[config.mk]
export PLATFORM = sky130hd
export DESIGN_NAME = ers_narrow
export DESIGN_NICKNAME = d
export VERILOG_FILES = /design/src/rtl/ers_pkg.sv /design/src/rtl/ers_unpack.sv /design/src/rtl/ers_range.sv /design/src/rtl/ers_pack.sv /design/src/rtl/ers_stage.sv /design/src/rtl/ers_narrow.sv
export SDC_FILE = /design/constraint.sdc
export NUM_CORES = 1
export LEC_CHECK = 0
export CORE_UTILIZATION = 60
export CTS_CLUSTER_DIAMETER = 60
export DETAILED_ROUTE_END_ITERATION = 10
export DONT_BUFFER_PORTS = 1
export HOLD_SLACK_MARGIN = 0.15
export PLACE_DENSITY = 0.76
export SETUP_SLACK_MARGIN = 0.5
export SYNTH_ARGS = -nofsm -noshare
export SYNTH_HDL_FRONTEND = slang
export SYNTH_SLANG_ARGS = --single-unit
[constraint.sdc]
create_clock -name clk -period 0.9 [get_ports clk]
set_input_delay 0.18 -clock clk [delete_from_list [all_inputs] [get_ports clk]]
set_output_delay 0.18 -clock clk [all_outputs]
set_load 0.02 [all_outputs]
[src/rtl/ers_pkg.sv]
package ers_pkg;

   // operand class found by the unpacker
   typedef enum logic [1:0] {
      CLS_ZERO = 2'd0,
      CLS_NORM = 2'd1,
      CLS_INF  = 2'd2,
      CLS_NAN  = 2'd3
   } ers_cls_e;

   // decision taken by the range stage
   typedef enum logic [1:0] {
      DEC_ZERO   = 2'd0,
      DEC_PASS   = 2'd1,
      DEC_SATSGN = 2'd2,
      DEC_SATPOS = 2'd3
   } ers_dec_e;

   function automatic int ers_bias(input int exp_w);
      return (1 << (exp_w - 1)) - 1;
   endfunction

endpackage

[src/rtl/ers_unpack.sv]
module ers_unpack
   import ers_pkg::*;
#(
   parameter int IN_EXP_W  = 11,
   parameter int IN_FRAC_W = 52,
   localparam int IN_W     = 1 + IN_EXP_W + IN_FRAC_W
) (
   input  logic [IN_W-1:0]      word_i,
   output logic                 sign_o,
   output logic [IN_EXP_W-1:0]  exp_o,
   output logic [IN_FRAC_W-1:0] frac_o,
   output ers_cls_e             cls_o
);

   localparam logic [IN_EXP_W-1:0] EXP_ONES = '1;

   always_comb begin
      sign_o = word_i[IN_W-1];
      exp_o  = word_i[IN_W-2 -: IN_EXP_W];
      frac_o = word_i[IN_FRAC_W-1:0];
      if (exp_o == '0) begin
         cls_o = CLS_ZERO;           // zero or denormal, both flushed
      end else if (exp_o == EXP_ONES) begin
         cls_o = (frac_o == '0) ? CLS_INF : CLS_NAN;
      end else begin
         cls_o = CLS_NORM;
      end
   end

endmodule

[src/rtl/ers_range.sv]
module ers_range
   import ers_pkg::*;
#(
   parameter int IN_EXP_W  = 11,
   parameter int OUT_EXP_W = 8
) (
   input  logic [IN_EXP_W-1:0]  exp_i,
   input  ers_cls_e             cls_i,
   output ers_dec_e             dec_o,
   output logic [OUT_EXP_W-1:0] exp_o
);

   localparam int IN_BIAS  = ers_bias(IN_EXP_W);
   localparam int OUT_BIAS = ers_bias(OUT_EXP_W);
   localparam int SHIFT    = IN_BIAS - OUT_BIAS;
   localparam int LO_EXP   = SHIFT + 1;
   localparam int HI_EXP   = SHIFT + (1 << OUT_EXP_W) - 1;

   localparam logic [IN_EXP_W-1:0] SHIFT_E = IN_EXP_W'(SHIFT);
   localparam logic [IN_EXP_W-1:0] LO_E    = IN_EXP_W'(LO_EXP);
   localparam logic [IN_EXP_W-1:0] HI_E    = IN_EXP_W'(HI_EXP);

   logic [IN_EXP_W-1:0] rebased;

   always_comb begin
      rebased = exp_i - SHIFT_E;
      exp_o   = rebased[OUT_EXP_W-1:0];
      unique case (cls_i)
         CLS_ZERO: dec_o = DEC_ZERO;
         CLS_INF:  dec_o = DEC_SATSGN;
         CLS_NAN:  dec_o = DEC_SATPOS;
         default: begin
            if (exp_i > HI_E)      dec_o = DEC_SATSGN;
            else if (exp_i < LO_E) dec_o = DEC_ZERO;
            else                   dec_o = DEC_PASS;
         end
      endcase
   end

endmodule

[src/rtl/ers_pack.sv]
module ers_pack
   import ers_pkg::*;
#(
   parameter int OUT_EXP_W  = 8,
   parameter int OUT_FRAC_W = 23,
   parameter int IN_FRAC_W  = 52,
   localparam int OUT_W     = 1 + OUT_EXP_W + OUT_FRAC_W
) (
   input  logic                  sign_i,
   input  ers_dec_e              dec_i,
   input  logic [OUT_EXP_W-1:0]  exp_i,
   input  logic [IN_FRAC_W-1:0]  frac_i,
   output logic [OUT_W-1:0]      word_o
);

   localparam logic [OUT_W-2:0] MAG_MAX = '1;

   logic [OUT_FRAC_W-1:0] kept;

   always_comb begin
      kept = frac_i[IN_FRAC_W-1 -: OUT_FRAC_W];   // truncation toward zero
      unique case (dec_i)
         DEC_PASS:   word_o = {sign_i, exp_i, kept};
         DEC_SATSGN: word_o = {sign_i, MAG_MAX};
         DEC_SATPOS: word_o = {1'b0, MAG_MAX};
         default:    word_o = '0;                  // always positive zero
      endcase
   end

endmodule

[src/rtl/ers_stage.sv]
module ers_stage #(
   parameter int W       = 32,
   parameter bit REG_OUT = 1'b1
) (
   input  logic         clk,
   input  logic         rst_n,
   input  logic         vld_i,
   input  logic [W-1:0] dat_i,
   output logic         vld_o,
   output logic [W-1:0] dat_o
);

   generate
      if (REG_OUT) begin : g_reg
         logic         vld_q;
         logic [W-1:0] dat_q;
         always_ff @(posedge clk or negedge rst_n) begin
            if (!rst_n) begin
               vld_q <= 1'b0;
               dat_q <= '0;
            end else begin
               vld_q <= vld_i;
               if (vld_i) dat_q <= dat_i;
            end
         end
         assign vld_o = vld_q;
         assign dat_o = dat_q;

         assert_latency_R9: assert property (@(posedge clk) disable iff (!rst_n)
            vld_i |=> vld_o);
         assert_idle_R10: assert property (@(posedge clk) disable iff (!rst_n)
            !vld_i |=> (!vld_o && $stable(dat_o)));
      end else begin : g_comb
         assign vld_o = vld_i;
         assign dat_o = dat_i;
      end
   endgenerate

endmodule

[src/rtl/ers_narrow.sv]
module ers_narrow
   import ers_pkg::*;
#(
   parameter int IN_EXP_W   = 11,
   parameter int IN_FRAC_W  = 52,
   parameter int OUT_EXP_W  = 8,
   parameter int OUT_FRAC_W = 23,
   parameter bit REG_OUT    = 1'b1,
   localparam int IN_W      = 1 + IN_EXP_W + IN_FRAC_W,
   localparam int OUT_W     = 1 + OUT_EXP_W + OUT_FRAC_W
) (
   input  logic             clk,
   input  logic             rst_n,
   input  logic             in_valid,
   input  logic [IN_W-1:0]  in_data,
   output logic             out_valid,
   output logic [OUT_W-1:0] out_data
);

   generate
      if (OUT_FRAC_W > IN_FRAC_W) begin : g_bad_frac
         $error("ers_narrow: output fraction wider than input fraction");
      end
      if (OUT_EXP_W >= IN_EXP_W) begin : g_bad_exp
         $error("ers_narrow: output exponent must be narrower than input");
      end
      if (OUT_EXP_W < 2 || OUT_FRAC_W < 1) begin : g_bad_small
         $error("ers_narrow: output fields too small");
      end
   endgenerate

   localparam logic [OUT_W-2:0] MAG_MAX = '1;

   logic                  u_sign;
   logic [IN_EXP_W-1:0]   u_exp;
   logic [IN_FRAC_W-1:0]  u_frac;
   ers_cls_e              u_cls;
   ers_dec_e              r_dec;
   logic [OUT_EXP_W-1:0]  r_exp;
   logic [OUT_W-1:0]      p_word;

   ers_unpack #(.IN_EXP_W(IN_EXP_W), .IN_FRAC_W(IN_FRAC_W)) u_unpack (
      .word_i (in_data),
      .sign_o (u_sign),
      .exp_o  (u_exp),
      .frac_o (u_frac),
      .cls_o  (u_cls)
   );

   ers_range #(.IN_EXP_W(IN_EXP_W), .OUT_EXP_W(OUT_EXP_W)) u_range (
      .exp_i (u_exp),
      .cls_i (u_cls),
      .dec_o (r_dec),
      .exp_o (r_exp)
   );

   ers_pack #(.OUT_EXP_W(OUT_EXP_W), .OUT_FRAC_W(OUT_FRAC_W),
              .IN_FRAC_W(IN_FRAC_W)) u_pack (
      .sign_i (u_sign),
      .dec_i  (r_dec),
      .exp_i  (r_exp),
      .frac_i (u_frac),
      .word_o (p_word)
   );

   ers_stage #(.W(OUT_W), .REG_OUT(REG_OUT)) u_stage (
      .clk   (clk),
      .rst_n (rst_n),
      .vld_i (in_valid),
      .dat_i (p_word),
      .vld_o (out_valid),
      .dat_o (out_data)
   );

   // infinity operand reaches the packed word as signed maximum
   assert_inf_sat_R5: assert property (@(posedge clk) disable iff (!rst_n)
      (in_valid && u_cls == CLS_INF) |-> (p_word == {u_sign, MAG_MAX}));
   // NaN operand reaches the packed word as positive maximum
   assert_nan_pos_R6: assert property (@(posedge clk) disable iff (!rst_n)
      (in_valid && u_cls == CLS_NAN) |-> (p_word == {1'b0, MAG_MAX}));
   // a zero exponent in the result only with an all-zero word
   assert_no_denorm_R7: assert property (@(posedge clk) disable iff (!rst_n)
      (out_valid && out_data[OUT_W-2 -: OUT_EXP_W] == '0) |-> (out_data == '0));
   // negative zero is never produced
   assert_no_negzero_R8: assert property (@(posedge clk) disable iff (!rst_n)
      out_valid |-> (out_data != {1'b1, {(OUT_W-1){1'b0}}}));

endmodule

# Word-level counts from Yosys, hierarchy flattened

Index checks and enable logic that the tools add are counted.

Add/subtract/negate cells: 1
$lt $le $gt $ge: 2
Eq/ne operators: 6
Multiplexer cells: 7
Reduce and logical (&&, ||, !) cells: 3

Operator list:

| cell                                                                   | number |
|---|---|
| 32-bit one-hot mux with 3 select lines                                 | 1 |
| 52-bit logical NOT                                                     | 1 |
| 11-bit == test, second input constant                                  | 1 |
| 11-bit > comparator, second input constant                             | 1 |
| 11-bit logical NOT                                                     | 1 |
| 11-bit by 10-bit < comparator with 1-bit output, second input constant | 1 |
| 2-bit == test, second input constant                                   | 4 |
| 8-bit subtractor, second input constant                                | 1 |
| 2-bit two-way mux                                                      | 3 |
| 2-bit one-hot mux with 3 select lines                                  | 1 |
| 2-bit by 1-bit == test with 1-bit output, second input constant        | 1 |
| 2-bit logical NOT                                                      | 1 |
| 1-bit two-way mux                                                      | 2 |

Bits in registers: 33
Input port bits: 67
Word-level logic and storage cells: 21

# Depth between registers and ports, before layout

Depth after elaboration: 8
Depth in mapped cells: 5

# By module

From an unflattened synthesis, not the netlist that was laid out.

Cell total of the unflattened synthesis: 218
Area, all modules: 2464.9 um^2

Modules (own cells, without submodules):

| module     | instances | cells an instance | area an instance (um^2) | seq. area each (um^2) |
|---|---|---|---|---|
| ers_stage  | 1         | 69                | 1370.1                  | 825.8 |
| ers_unpack | 1         | 91                | 648.1                   | 0.0 |
| ers_pack   | 1         | 41                | 334.1                   | 0.0 |
| ers_range  | 1         | 17                | 112.6                   | 0.0 |

# Worst setup path before layout

No wires, ideal clock.

Kind: input-to-reg
Start point: input in_data[1]
End point: register u_stage.g_reg.dat_q[31] (netlist: u_stage.dat_o[31])
Library setup time: 0.076 ns
Data arrival time: 1.136 ns
Required time: 0.824 ns
Slack: -0.313 ns
Stages: 4
Path buffers: 0
Path through: nor4_2 > nand4_1 > or4_1 > o21ai_1

Word-level cells in the longest chain between the ends: 8
Elaborated cells between the ends (all ways): 12
Classes of those cells: eq/ne (5); mux (5); reduce/logical (2)

Ends and longest elaborated chain:

| element                                                                   | RTL line         | source |
|---|---|---|
| start, declared                                                           | ers_narrow.sv:15 | `input logic [IN_W-1:0] in_data,` |
| 52-bit logical NOT *                                                      | ers_unpack.sv:24 | `cls_o = (frac_o == '0) ? CLS_INF : CLS_NAN;` |
| 1-bit two-way mux *                                                       | ers_unpack.sv:24 |  |
| 2-bit two-way mux *                                                       | ers_unpack.sv:23 | `end else if (exp_o == EXP_ONES) begin` |
| 2-bit two-way mux *                                                       | ers_unpack.sv:21 | `if (exp_o == '0) begin` |
| 2-bit == test or 2-bit logical NOT (tied branches)                        | ers_range.sv:28  | `unique case (cls_i)` |
| 2-bit one-hot mux with 3 select lines *                                   | ers_range.sv:28  |  |
| 2-bit == test or 2-bit by 1-bit == test with 1-bit output (tied branches) | ers_pack.sv:22   | `unique case (dec_i)` |
| 32-bit one-hot mux with 3 select lines *                                  | ers_pack.sv:22   |  |
| end signal, assigned                                                      | ers_stage.sv:23  | `if (vld_i) dat_q <= dat_i;` |
| end, declared                                                             | ers_stage.sv:16  | `logic [W-1:0] dat_q;` |

Mark *: on every way between the ends. The rest lies on a longest branch, timed or not.
A chain may end at the register's enable or synchronous reset.

# Worst setup path in the final report

Start point: register u_stage.g_reg.dat_q[30] (netlist: u_stage.dat_o[30])
End point: output out_data[30]

RTL lines:

| element       | RTL line         | source |
|---|---|---|
| end, declared | ers_narrow.sv:17 | `output logic [OUT_W-1:0] out_data` |

No word-level cell between the ends.

==> impl_metrics.csv <==
group,metric,value,unit
clock_network,cts_setup_buffers,0,
job,cap_violations,0,
finish,multi_input_area,728,um2
setup_path,cp_slowest_stage_delay,420,ps
clock_network,ctsHtreeMaxLevel,2,
route,vias,1377,
placement,placed_area,0.00175,mm2
finish,final_cell_area,0.00193,mm2
power,finalPower,0.00323,W
global_route,grt_pass1_vias,1334,
finish,drive_above_1_share,0.391,
synth,synth_nets,235,
timing,hold_violations,64,
clock_network,cts_tree,"done",
timing,worst_slew_pin_slew,323,ps
setup_path,arrival,870,ps
route,postRouteAntennaNets,0,
route,drc,0,
global_route,grt_max_degree,66,
global_route,grt_pass1_wl,5860,um
floorplan,die_w,53.5,um
route,routedWlPerCell,19.7,um
timing,timing.clock.skew,0,ps
route,first_pass_iters,6,
global_route,grt.overflow.total,0,
setup_path,path_cells,"buf_6",
global_route,grt_usage,0.293,
route,vias_per_cell,6.75,
synth,syn_avg_cell_area,9.49,um2
run_status,violations,"hold timing, setup timing",
setup_path,startpoint_type,"flip-flop",
timing,layout_min_cycle_time,1050,ps
floorplan,dieArea,0.00287,mm2
floorplan,ioPinCount,100,
worst_hold_path,hp-class,"in2async",
run_status,outcome,"complete, but fails checks",
placement,finalWeightedCongestion,0.674,
timing,finalSetupViolCount,34,
synth,ys_seq_area_frac,0.518,
timing,fin_hold_ws,-472,ps
setup_path,path_class,"reg2out",
setup_path,cp_max_fo,2,
clock_network,clock-sinks,33,
setup_path,crit_buf_inv,1,
synth,yosys_warnings,0,
synth,synthCells,168,
setup_path,end_kind,"output port",
timing,slew_headroom,0.784,
power,ir_worst_vdd,1370,uV
placement,numPortBuffers,0,
setup_path,cp_top_family,"flip-flops",
timing,layout_setup_ws,-152,ps
route,initialDrtViolationCount,27,
floorplan,core,0.00250,mm2
clock_network,clock_path_buffers,2,
route,totalWireLength,4010,um
floorplan,die_height,53.5,um
clock_network,clk_latency,320,ps
timing,fmax,951,MHz
finish,insertedDiodeCount,0,
synth,syn_area,0.00159,mm2
synth,ys_types,21,
setup_path,slowest_stage,"dfrtp_2",
setup_path,cp.required,720,ps
finish,fillers,171,
finish,seqCellArea,866,um2
floorplan,num_rows,18,
clock_network,cts_buffers,5,
finish,nNetsFinal,240,
timing,rsz0062_at_grt,"yes",
power,leakage,0.693,nW
synth,ys_ff_latch,33,
clock_network,cts.clk_slew.worst_paths,100,ps
finish,area_growth,20.9,%
global_route,antenna_found_initial,0,
timing,period_share,1.17,
placement,dp_hpwl,2870,um
timing,drv_slew,0,
clock_network,clock-root-buffer,"clkbuf_4",
power,powerDensity,1680,mW/mm2
floorplan,start_util,0.638,
[synth_stat cells, drive strengths merged]
cell type,count,share of area
o21ai,31,0.097
or3,1,0.0039
nand4,4,0.016
a41oi,1,0.0055
a31oi,1,0.0039
o211ai,30,0.14
inv,30,0.071
nand3,3,0.0094
nor4,15,0.075
dfrtp,33,0.52
or4,1,0.0047
mux2,1,0.0071
a21oi,1,0.0031
clkbuf,9,0.021
buf,4,0.012
o31a,1,0.0055
nor2b,1,0.0039
nand2,1,0.0024
[per-layer routing]
layer  part of all wire  global-route usage  vias to the layer above
met5                  0                   0                        -
met4              0.012              0.0921                        0
met3              0.091               0.113                        7
met2               0.50               0.479                       72
met1               0.40               0.357                      676
li1                   -                   -                      622
[cells by family (layout without fill, tap and decap cells)]
family	after synthesis	in the layout	share of synthesized area
AOI/OAI and AO/OA	65	65	0.257
buffers and inverters	43	49	0.104
DFF	33	33	0.518
and+or+nand+nor	26	26	0.115
muxes	1	1	0.00706
[sequential cells by signal, indices dropped and copies added (netlist names)]
| name | cells |
|---|---|
| u_stage.dat_o | 32 |
| u_stage.vld_o | 1 |
[timing repair]
item,4_1_cts,5_1_grt
endpoints found under the setup margin,65,65
gates resized for setup,17,7
hold endpoints to repair,66,66
gates cloned,3,0
pin swaps,34,4
[cells in the final DEF, fill, tap and decap left out]
master,count
dfrtp_1,1
nor4_2,9
clkbuf_8,1
or3_1,1
nor2b_1,1
o21ai_2,1
clkbuf_1,2
nor4_1,1
dfrtp_2,32
buf_6,11
a21oi_4,1
nand3_1,3
nand2_1,1
nand4_1,4
o31a_1,1
a31oi_1,1
clkbuf_4,5
or4_4,1
o21ai_1,30
a41oi_1,1
inv_1,29
inv_2,1
nor4_4,5
o211ai_1,30
mux2_2,1
[metrics by stage]
stage / instances / utilization / setup slack, ps / TNS (ps)
floorplan: 168 / - / -305 / -3660
global placement: 193 / 0.699 / -469 / -5100
detailed placement: 193 / 0.699 / -502 / -6120
CTS: 204 / 0.757 / -162 / -2720
global route: 204 / 0.771 / -187 / -3450
finish: 204 / 0.771 / -152 / -2510
[final cells by class]
type                            count  share of cell area
Sequential cell                    33               0.449
Tap cell                           30              0.0195
Clock buffer                        8              0.0305
Multi-Input combinational cell     92               0.378
Inverter                           30              0.0584
Timing Repair Buffer               11              0.0643
[path summary, 6_finish.rpt]
path / endpoint / slack (ps) / cells past startpoint / startpoint
setup / recovery: out_data[30] / -150 / 1 / u_stage.dat_o[30]
setup reg to reg: u_stage.dat_o[31] / -30 / 3 / u_stage.dat_o[31]
hold / removal: u_stage.dat_o[19] / -470 / 0 / rst_n
hold reg to reg: u_stage.dat_o[30] / 540 / 1 / u_stage.dat_o[30]
min in group clk: u_stage.vld_o / -120 / 0 / in_valid
max in group asynchronous: u_stage.vld_o / 1270 / 0 / rst_n
[power by group]
| group | internal [W] | switching [W] |
|---|---|---|
| sequential | 0.00167 | 0.000298 |
| clock | 0.000386 | 0.000482 |
| combinational | 0.000197 | 0.000199 |
(Power assumes the default switching activity.)
